==> src/rtl/csq_pkg.sv <==
package csq_pkg;

    typedef enum logic [1:0] {
        TH_IDLE     = 2'd0,
        TH_RUN      = 2'd1,
        TH_TRAPWAIT = 2'd2,
        TH_FLUSH    = 2'd3
    } th_state_e;

    function automatic logic th_can_arm(th_state_e s);
        return (s == TH_IDLE) || (s == TH_RUN);
    endfunction

endpackage

==> src/rtl/csq_trap_timer.sv <==
module csq_trap_timer #(
    parameter int LAT_W = 4
) (
    input  logic             clk,
    input  logic             rst,
    input  logic             start,
    input  logic [LAT_W-1:0] lat,
    output logic             expire
);
    logic [LAT_W-1:0] cnt_q;
    logic [LAT_W-1:0] load_val;

    assign load_val = (lat == '0) ? LAT_W'(1) : lat;

    always_ff @(posedge clk) begin
        if (rst) begin
            cnt_q <= '0;
        end else if (start) begin
            cnt_q <= load_val;
        end else if (cnt_q != '0) begin
            cnt_q <= cnt_q - LAT_W'(1);
        end
    end

    assign expire = (cnt_q == LAT_W'(1)) && !start;
endmodule

==> src/rtl/csq_thread.sv <==
module csq_thread
    import csq_pkg::*;
#(
    parameter int SEQ_W = 16,
    parameter int PC_W  = 32,
    parameter int LAT_W = 4
) (
    input  logic             clk,
    input  logic             rst,
    input  logic [LAT_W-1:0] trap_lat,
    input  logic             trap_req,
    input  logic             tc_req,
    input  logic             ex_sq,
    input  logic [SEQ_W-1:0] ex_seq,
    input  logic             ex_incl,
    input  logic             ex_mis,
    input  logic             ex_tkn,
    input  logic [PC_W-1:0]  ex_npc,
    input  logic             rob_done,
    input  logic             rob_empty,
    input  logic [SEQ_W-1:0] rob_head,
    input  logic             ins_v,
    input  logic [SEQ_W-1:0] ins_seq,
    input  logic             com_v,
    input  logic [PC_W-1:0]  com_pc,
    input  logic             hold,
    output logic             sq,
    output logic             rob_sq,
    output logic [SEQ_W-1:0] done_seq,
    output logic [PC_W-1:0]  redir,
    output logic             mis,
    output logic             tkn,
    output logic             conflict,
    output logic             enter,
    output logic             leave,
    output logic             flushing
);
    th_state_e        state_q, state_d;
    logic             trap_flag_q;
    logic             tc_flag_q;
    logic [SEQ_W-1:0] young_q;
    logic [PC_W-1:0]  pc_q;

    logic still_flush, trap_take, tc_take, full, ex_ok, trap_arm, expire;
    logic [SEQ_W-1:0] full_bound, ex_bound;

    assign leave       = (state_q == TH_FLUSH) && rob_done;
    assign still_flush = (state_q == TH_FLUSH) && !rob_done;

    // trap outranks context request; context waits while a trap is armed
    assign trap_take = trap_flag_q;
    assign tc_take   = tc_flag_q && !trap_flag_q && (state_q != TH_TRAPWAIT);
    assign full      = trap_take || tc_take;
    assign conflict  = trap_flag_q && tc_flag_q;

    assign ex_ok = ex_sq && !full && (state_q != TH_TRAPWAIT) && (ex_seq <= young_q);

    assign full_bound = rob_empty ? '0 : (rob_head - SEQ_W'(1));
    assign ex_bound   = ex_incl ? (ex_seq - SEQ_W'(1)) : ex_seq;

    assign sq       = full || ex_ok;
    assign enter    = sq && !still_flush;
    assign rob_sq   = sq || still_flush;
    assign done_seq = full ? full_bound : ex_bound;
    assign redir    = full ? pc_q : ex_npc;
    assign mis      = ex_ok && ex_mis;
    assign tkn      = ex_ok && ex_tkn;
    assign flushing = (state_q == TH_FLUSH);

    assign trap_arm = trap_req && !sq && th_can_arm(state_q);

    csq_trap_timer #(.LAT_W(LAT_W)) u_timer (
        .clk    (clk),
        .rst    (rst),
        .start  (trap_arm),
        .lat    (trap_lat),
        .expire (expire)
    );

    always_comb begin
        state_d = state_q;
        if (sq) begin
            state_d = TH_FLUSH;
        end else if (trap_arm) begin
            state_d = TH_TRAPWAIT;
        end else if (leave) begin
            state_d = TH_RUN;
        end else if ((state_q == TH_IDLE) && ins_v && !hold) begin
            state_d = TH_RUN;
        end
    end

    always_ff @(posedge clk) begin
        if (rst) begin
            state_q     <= TH_IDLE;
            trap_flag_q <= 1'b0;
            tc_flag_q   <= 1'b0;
            young_q     <= '0;
            pc_q        <= '0;
        end else begin
            state_q <= state_d;

            if (trap_take) begin
                trap_flag_q <= 1'b0;
            end else if (expire) begin
                trap_flag_q <= 1'b1;
            end

            if (tc_req) begin
                tc_flag_q <= 1'b1;
            end else if (tc_take) begin
                tc_flag_q <= 1'b0;
            end

            if (full) begin
                young_q <= '0;
            end else if (ex_ok) begin
                young_q <= ex_bound;
            end else if (ins_v && !hold) begin
                young_q <= ins_seq;
            end

            if (com_v && !hold) begin
                pc_q <= com_pc;
            end
        end
    end
endmodule

==> src/rtl/csq_sq_count.sv <==
module csq_sq_count #(
    parameter int NT     = 4,
    parameter int MCNT_W = 16,
    parameter int CW     = $clog2(NT + 1)
) (
    input  logic              clk,
    input  logic              rst,
    input  logic [NT-1:0]     enter,
    input  logic [NT-1:0]     leave,
    input  logic [NT-1:0]     mis,
    output logic              hold,
    output logic [CW-1:0]     cnt,
    output logic [MCNT_W-1:0] mis_cnt
);
    logic [CW-1:0] cnt_q, cnt_d, n_enter, n_leave, n_mis;
    logic [MCNT_W-1:0] mis_q;

    always_comb begin
        n_enter = '0;
        n_leave = '0;
        n_mis   = '0;
        for (int i = 0; i < NT; i++) begin
            n_enter = n_enter + CW'(enter[i]);
            n_leave = n_leave + CW'(leave[i]);
            n_mis   = n_mis + CW'(mis[i]);
        end
        cnt_d = cnt_q - n_leave + n_enter;
    end

    assign hold    = (cnt_d == CW'(NT));
    assign cnt     = cnt_q;
    assign mis_cnt = mis_q;

    always_ff @(posedge clk) begin
        if (rst) begin
            cnt_q <= '0;
            mis_q <= '0;
        end else begin
            cnt_q <= cnt_d;
            mis_q <= mis_q + MCNT_W'(n_mis);
        end
    end
endmodule

==> src/rtl/commit_squash_ctrl.sv <==
module commit_squash_ctrl
    import csq_pkg::*;
#(
    parameter int NT     = 4,
    parameter int SEQ_W  = 16,
    parameter int PC_W   = 32,
    parameter int LAT_W  = 4,
    parameter int MCNT_W = 16
) (
    input  logic                       clk,
    input  logic                       rst,
    input  logic [LAT_W-1:0]           cfg_trap_lat,
    input  logic [NT-1:0]              trap_req,
    input  logic [NT-1:0]              tc_req,
    input  logic [NT-1:0]              ex_squash,
    input  logic [NT-1:0][SEQ_W-1:0]   ex_seq,
    input  logic [NT-1:0]              ex_incl,
    input  logic [NT-1:0]              ex_mispred,
    input  logic [NT-1:0]              ex_taken,
    input  logic [NT-1:0][PC_W-1:0]    ex_next_pc,
    input  logic [NT-1:0]              rob_done,
    input  logic [NT-1:0]              rob_empty,
    input  logic [NT-1:0][SEQ_W-1:0]   rob_head_seq,
    input  logic [NT-1:0]              ins_valid,
    input  logic [NT-1:0][SEQ_W-1:0]   ins_seq,
    input  logic [NT-1:0]              com_valid,
    input  logic [NT-1:0][PC_W-1:0]    com_pc,
    output logic [NT-1:0]              squash_o,
    output logic [NT-1:0]              rob_squashing_o,
    output logic [NT-1:0][SEQ_W-1:0]   done_seq_o,
    output logic [NT-1:0][PC_W-1:0]    redirect_pc_o,
    output logic [NT-1:0]              mispred_o,
    output logic [NT-1:0]              taken_o,
    output logic [NT-1:0]              conflict_o,
    output logic                       hold_o,
    output logic [MCNT_W-1:0]          mispred_cnt_o
);
    localparam int CW = $clog2(NT + 1);

    logic [NT-1:0] enter_v, leave_v, flush_v;
    logic [CW-1:0] sq_cnt;
    logic          hold;

    for (genvar t = 0; t < NT; t++) begin : g_th
        csq_thread #(
            .SEQ_W (SEQ_W),
            .PC_W  (PC_W),
            .LAT_W (LAT_W)
        ) u_th (
            .clk      (clk),
            .rst      (rst),
            .trap_lat (cfg_trap_lat),
            .trap_req (trap_req[t]),
            .tc_req   (tc_req[t]),
            .ex_sq    (ex_squash[t]),
            .ex_seq   (ex_seq[t]),
            .ex_incl  (ex_incl[t]),
            .ex_mis   (ex_mispred[t]),
            .ex_tkn   (ex_taken[t]),
            .ex_npc   (ex_next_pc[t]),
            .rob_done (rob_done[t]),
            .rob_empty(rob_empty[t]),
            .rob_head (rob_head_seq[t]),
            .ins_v    (ins_valid[t]),
            .ins_seq  (ins_seq[t]),
            .com_v    (com_valid[t]),
            .com_pc   (com_pc[t]),
            .hold     (hold),
            .sq       (squash_o[t]),
            .rob_sq   (rob_squashing_o[t]),
            .done_seq (done_seq_o[t]),
            .redir    (redirect_pc_o[t]),
            .mis      (mispred_o[t]),
            .tkn      (taken_o[t]),
            .conflict (conflict_o[t]),
            .enter    (enter_v[t]),
            .leave    (leave_v[t]),
            .flushing (flush_v[t])
        );
    end

    csq_sq_count #(
        .NT     (NT),
        .MCNT_W (MCNT_W),
        .CW     (CW)
    ) u_cnt (
        .clk     (clk),
        .rst     (rst),
        .enter   (enter_v),
        .leave   (leave_v),
        .mis     (mispred_o),
        .hold    (hold),
        .cnt     (sq_cnt),
        .mis_cnt (mispred_cnt_o)
    );

    assign hold_o = hold;
endmodule

==> config.mk <==
export PLATFORM = sky130hd
export DESIGN_NAME = commit_squash_ctrl
export DESIGN_NICKNAME = d
export VERILOG_FILES = /design/src/rtl/csq_pkg.sv /design/src/rtl/csq_trap_timer.sv /design/src/rtl/csq_thread.sv /design/src/rtl/csq_sq_count.sv /design/src/rtl/commit_squash_ctrl.sv
export SDC_FILE = /design/constraint.sdc
export NUM_CORES = 1
export LEC_CHECK = 0
export ABC_AREA = 1
export BUFFER_PORTS_ARGS = -buffer_cell sky130_fd_sc_hd__buf_4
export CORE_AREA = 5 5 279 281
export CTS_CLUSTER_SIZE = 16
export DETAILED_ROUTE_END_ITERATION = 6
export DIE_AREA = 0 0 284 286
export PLACE_DENSITY_LB_ADDON = 0.12
export RECOVER_POWER = 25
export SKIP_CTS_REPAIR_TIMING = 1
export SLEW_MARGIN = 30
export SYNTH_ARGS = -nofsm -noshare
export SYNTH_HDL_FRONTEND = slang
export SYNTH_SLANG_ARGS = --single-unit
==> constraint.sdc <==
create_clock -name clk -period 6.47 [get_ports clk]
set_input_delay 0.9705 -clock clk [delete_from_list [all_inputs] [get_ports clk]]
set_output_delay 0.9705 -clock clk [all_outputs]
set_load 0.02 [all_outputs]
Word level (Yosys, flattened, before mapping)
Index checks and enable logic that the tools add are counted.

word-level totals
  register bits after elaboration = 243
  output and inout port bits = 229
  word-level logic and storage cells = 278
  bits of input ports = 494

cells by class
  $add $sub $neg = 24
  reduce and logical (&&, ||, !) cells = 146
  muxes and demuxes = 61
  $lt $le $gt $ge = 4
  equality and inequality tests = 17

operators by type and width
  operator               number
  $mux 16                20
  $mux 32                4
  $sub 16x1->16 const B  8
  $logic_and 1x1->1      72
  $le 16x16->1           4
  $mux 4                 9
  $mux 2                 16
  $reduce_bool 4->1      8
  $logic_not 1->1        25
  $reduce_bool 2->1      12
  $add 3x1->3            6
  $add 16x3->16          1
  $eq 4x1->1 const B     4
  $logic_or 1x1->1       16
  $reduce_or 2->1        8
  $sub 4x1->4 const B    4
  $mux 1                 12
  $eq 2x1->1 const B     4
  $eq 2x2->1 const B     4
  $logic_not 2->1        4
  $ne 2x2->1 const B     4
  $add 1x1->2            3
  $logic_not 4->1        1
  $add 3x3->3            1
  2 further kinds        2

Longest topological paths before layout
  word-level depth = 21
  gate-level depth with buffers = 35
  mapped depth without buffers = 34

By module
Synthesis repeated with hierarchy kept, for this count alone.

second synthesis, totals
  cells, all modules = 2922
  area, all modules = 17601.9 sq um

by module, submodules not included
  module                          seq. area each (sq um)  area each (sq um)  cells an instance  instances
  csq_thread at g_th[0].u_th ...  1041.0                  3796.1             639                2
  csq_thread at g_th[2].u_th      1041.0                  3862.5             658                1
  csq_thread at g_th[3].u_th      1041.0                  3846.2             655                1
  csq_trap_timer                  80.1                    289.0              45                 4
  csq_sq_count                    380.4                   1144.8             151                1

Worst setup path after synthesis
Ideal clock, no wire load.

  kind = in2out
  from = input port ex_seq[47] (netlist bit)
  to = output port hold_o
  data arrival time = 4.434 ns
  slack = 1.065 ns
  cell stages on the path = 19
  cell sequence = ha_1 > nand2_1 > nor3_1 > nand2_1 > nand2_1 > nand2_1 > nand2_2 > inv_1 > nor2_1 > a31oi_1 > fa_1 > inv_1 > fa_1 > inv_1 > fa_1 > ha_1 > nor2_1 > nand3_4 > inv_1

on the way
  word-level cells in the longest chain between the ends = 8

RTL lines
  element                   line                      source
  start: declaration        commit_squash_ctrl.sv:16  input logic [NT-1:0][SEQ_W-1:0] ex_seq,
  $le 16x16->1              csq_thread.sv:56          assign ex_ok = ex_sq && !full && (state_q != TH_TRAPWAIT) && (ex_seq <= young_q);
  $logic_and 1x1->1         csq_thread.sv:56
  $logic_or 1x1->1          csq_thread.sv:61          assign sq = full || ex_ok;
  $logic_and 1x1->1         csq_thread.sv:62          assign enter = sq && !still_flush;
  $add 3x1->3 (2 in a row)  csq_sq_count.sv:23        n_enter = n_enter + CW'(enter[i]);
  $add 3x3->3               csq_sq_count.sv:27        cnt_d = cnt_q - n_leave + n_enter;
  via u_cnt.cnt_d[1]        csq_sq_count.sv:15        logic [CW-1:0] cnt_q, cnt_d, n_enter, n_leave, n_mis;
  $eq 3x3->1                csq_sq_count.sv:30        assign hold = (cnt_d == CW'(NT));
  end: declaration          commit_squash_ctrl.sv:35  output logic hold_o,

The timed path passes the listed nets, and every way through them passes these cells.

Final worst setup path
  from = input port ex_seq[15] (netlist bit)
  to = output port hold_o

on the way
  word-level cells in the longest chain between the ends = 9

RTL lines
  element                   line
  $le 16x16->1              csq_thread.sv:56
  $logic_and 1x1->1         csq_thread.sv:56
  $logic_or 1x1->1          csq_thread.sv:61
  $logic_and 1x1->1         csq_thread.sv:62
  $add 1x1->2               csq_sq_count.sv:23
  $add 3x1->3 (2 in a row)  csq_sq_count.sv:23
  $add 3x3->3               csq_sq_count.sv:27
  via u_cnt.cnt_d[1]        csq_sq_count.sv:15
  $eq 3x3->1                csq_sq_count.sv:30

The timed path passes the listed nets, and every way through them passes these cells.

==> run_results.csv <==
group,metric,value,unit
critical_path,max_stage_delay,0.47,ns
drt,drtIter0Drc,783,
global_route,grt_overflow,0,
drt,vias,18977,
drt,drc_errors,0,
synthesis,synth_mux_area_share,0,%
synthesis,ys_seq_area_share,28.9,%
critical_path,critPathKind,"primary input to output port",
synthesis,synth_top_family_by_area,"simple AND/OR/NAND/NOR gates",
hold_path,hp-class,"flop to flop",
final_layout,mostFrequentLayoutCells,"nand2_1 (825), buf_4 (653), nor2_1 (456), o21ai_0 (267), inv_1 (264)",
synthesis,synth-seq-cells,243,
clocking,cts_tree,"built",
drt,drtPass1Iterations,7,
floorplan,io_pins,723,
global_route,grt_pass1_vias,19161,
synthesis,synthCells,2718,
final_layout,nFillCells,8593,
sta,slew-limit-headroom,-49.7,%
synthesis,synthSimpleGateAreaFrac,34.8,%
critical_path,worstPathArrival,4.99,ns
drt,wire_per_inst,17.4,µm
synthesis,avgSynthCellArea,6.19,µm²
sta,skew,0.0246,ns
placed_design,dpl_cell_area,23000,µm²
critical_path,crit_path_end_kind,"output port",
clocking,clkSinkCount,243,
clocking,clkTransAtPathRegs,0.05,ns
synthesis,synth_ff_type,"dfxtp_1",
power,ir_drop,271,µV
synthesis,synth_area_leader_cell,"dfxtp_1",
placed_design,portBuffers,722,
synthesis,synthDistinctLibCells,45,
final_layout,layout_commonest_cell,"nand2_1",
sta,hold_viol,0,
global_route,grt_start_max_net_pins,57,
placed_design,gp_congestion,0.866,
synthesis,synth-compound-area-share,13.3,%
floorplan,die_w,284,µm
drt,via_per_inst,4.33,
status,outcome,"finished with violations",
critical_path,crit_top_cell,"ha_1",
synthesis,ys_warn_count,0,
clocking,root_buffer,"clkbuf_16",
global_route,grt_pass1_wl,114000,µm
floorplan,start_util,22.4,%
sta,fmax,168,MHz
flow_run,cap_violations,5,
global_route,grt_antenna_before_repair,9,
placed_design,dp_hpwl,61300,µm
power,power.leakage,11.9,nW
clocking,htreeDepth,2,
floorplan,coreArea,75200,µm²
critical_path,cpMaxStageDelayCell,"fa_1",
sta,setup_viol,0,
power,power_density,460,nW/µm²
global_route,grt_util_all_layers,17.8,%
synthesis,synth_top_area_share,28.9,%
floorplan,die_h,286,µm
synthesis,synth.area.top_cells,"dfxtp_1 (29%), nand2_1 (18%), nor2_1 (10%)",
clocking,cts_buffers,36,
clocking,cts_max_path_buffers,3,
synthesis,synth-async-reset-ratio,0,%
synthesis,synthesis.nets,3313,
synthesis,syn_area,16800,µm²
final_layout,final_cell_area,23800,µm²
sta,rsz0062_at_grt,"false",
sta,post-route-min-period,5.96,ns
critical_path,crit_chain,"buf_4, ha_1, nand4_1, nor2_1, nand3_1, a21oi_2, nor2_1, a31oi_1, ha_1, inv_1, fa_1, ha_1, inv_1, fa_1, ha_1, nor2_1, nand3_4, inv_1, buf_4",
drt,postRouteAntennaNets,0,
critical_path,required,5.50,ns
floorplan,die_area,81200,µm²
final_layout,area.growth.synth_to_final,41.5,%
status,violations,"capacitance limit, slew limit",
drt,wl,76300,µm
synthesis,synth_adder_area_share,7.78,%
critical_path,start_kind,"primary input",
final_layout,drive_gt1_share,22.3,%
clocking,clkLatencyLatePin,0.55,ns
sta,tightest_slew,2.25,ns
final_layout,nNetsFinal,3966,
critical_path,cp_max_fo,5,
synthesis,synth-edff-count,0,
sta,fin_tns_setup,0,ns
floorplan,row_count,101,
synthesis,yosys.area_share.xor_xnor,5.20,%
sta,period_share,92.2,%
sta,maxSlewViolCount,210,
## final cells by class
cell class / count / area (µm²) / share of cell area (%)
tap: 978 / 1220 / 5.14
clock inverter: 8 / 97.6 / 0.410
antenna: 8 / 20.0 / 0.0841
multi-input combinational: 2065 / 10200 / 43.0
clock buffer: 54 / 1060 / 4.45
sequential: 243 / 4860 / 20.4
timing repair buffer: 743 / 5240 / 22.0
inverter: 282 / 1060 / 4.45
## Yosys cell counts, types with 30 or more instances
library cell	count
nand3_1	61
xnor2_1	37
o21ai_0	265
clkbuf_1	62
nor2_1	455
a21oi_1	68
buf_2	35
nand4_1	36
xor2_1	63
inv_1	266
nand2_1	825
ha_1	95
nor3_1	30
dfxtp_1	243
## through the flow
step	utilization, %	hold WS, ns	setup slack (ns)	std cells	total power [mW]
after global placement	30.6	0.457	0.353	4311	9.27
after floorplan	-	0.444	1.07	2718	7.00
after global routing	31.7	0.483	0.0675	4378	12.2
final	31.7	0.465	0.505	4381	11.0
after CTS	32.1	0.465	0.406	4373	11.3
after detailed placement	30.6	0.457	0.339	4311	9.27
## where the power goes
| group | leakage [nW] | total [mW] | switching [mW] | internal, mW |
|---|---|---|---|---|
| sequential | 2.01 | 2.43 | 0.305 | 2.12 |
| clock | 0.571 | 1.97 | 0.763 | 1.21 |
| combinational | 9.27 | 6.56 | 4.39 | 2.17 |
## kinds of logic (layout without fill, tap and decap cells)
kind of cell	count (synthesis)	in the layout
flops	243	243
xor+xnor	100	100
buf+inv	410	1087
fa+ha+maj	101	101
simple gates	1451	1451
compound gates	413	413
other cells	0	8
## flip-flops by register name, indices dropped and copies added, names as in the netlist
register	count
g_th.u_th.pc_q	128
g_th.u_th.state_q	8
g_th.u_th.tc_flag_q	4
g_th.u_th.trap_flag_q	4
g_th.u_th.u_timer.cnt_q	16
g_th.u_th.young_q	64
u_cnt.cnt	3
u_cnt.mis_cnt	16
## metal layers
layer  track usage, %  share of wire (%)  vias up
met1             21.0                 41     8477
met3             4.34                5.9       92
met2             32.0                 50      503
li1                 -                  -     9901
met5                0              0.045        -
met4             5.31                2.6        4
## worst paths after layout
kind	slack, ns	endpoint	cells after the start	from
worst min-delay path	0.46	g_th[0].u_th.young_q[6]	2	g_th[0].u_th.young_q[6]
worst max-delay path	0.51	hold_o	19	ex_seq[15]
worst max register to register	1.07	g_th[2].u_th.young_q[5]	25	g_th[0].u_th.state_q[1]
worst min register to register	0.46	g_th[0].u_th.young_q[6]	2	g_th[0].u_th.young_q[6]
## worst max-delay path, delay by kind of cell
kind	cells	cell delay [ns]
and+or+nand+nor	6	0.96
adders and majority gates	6	2.01
buffers and inverters	5	0.46
AOI/OAI and AO/OA	2	0.58
No activity file was read; power rests on OpenSTA's default activity.
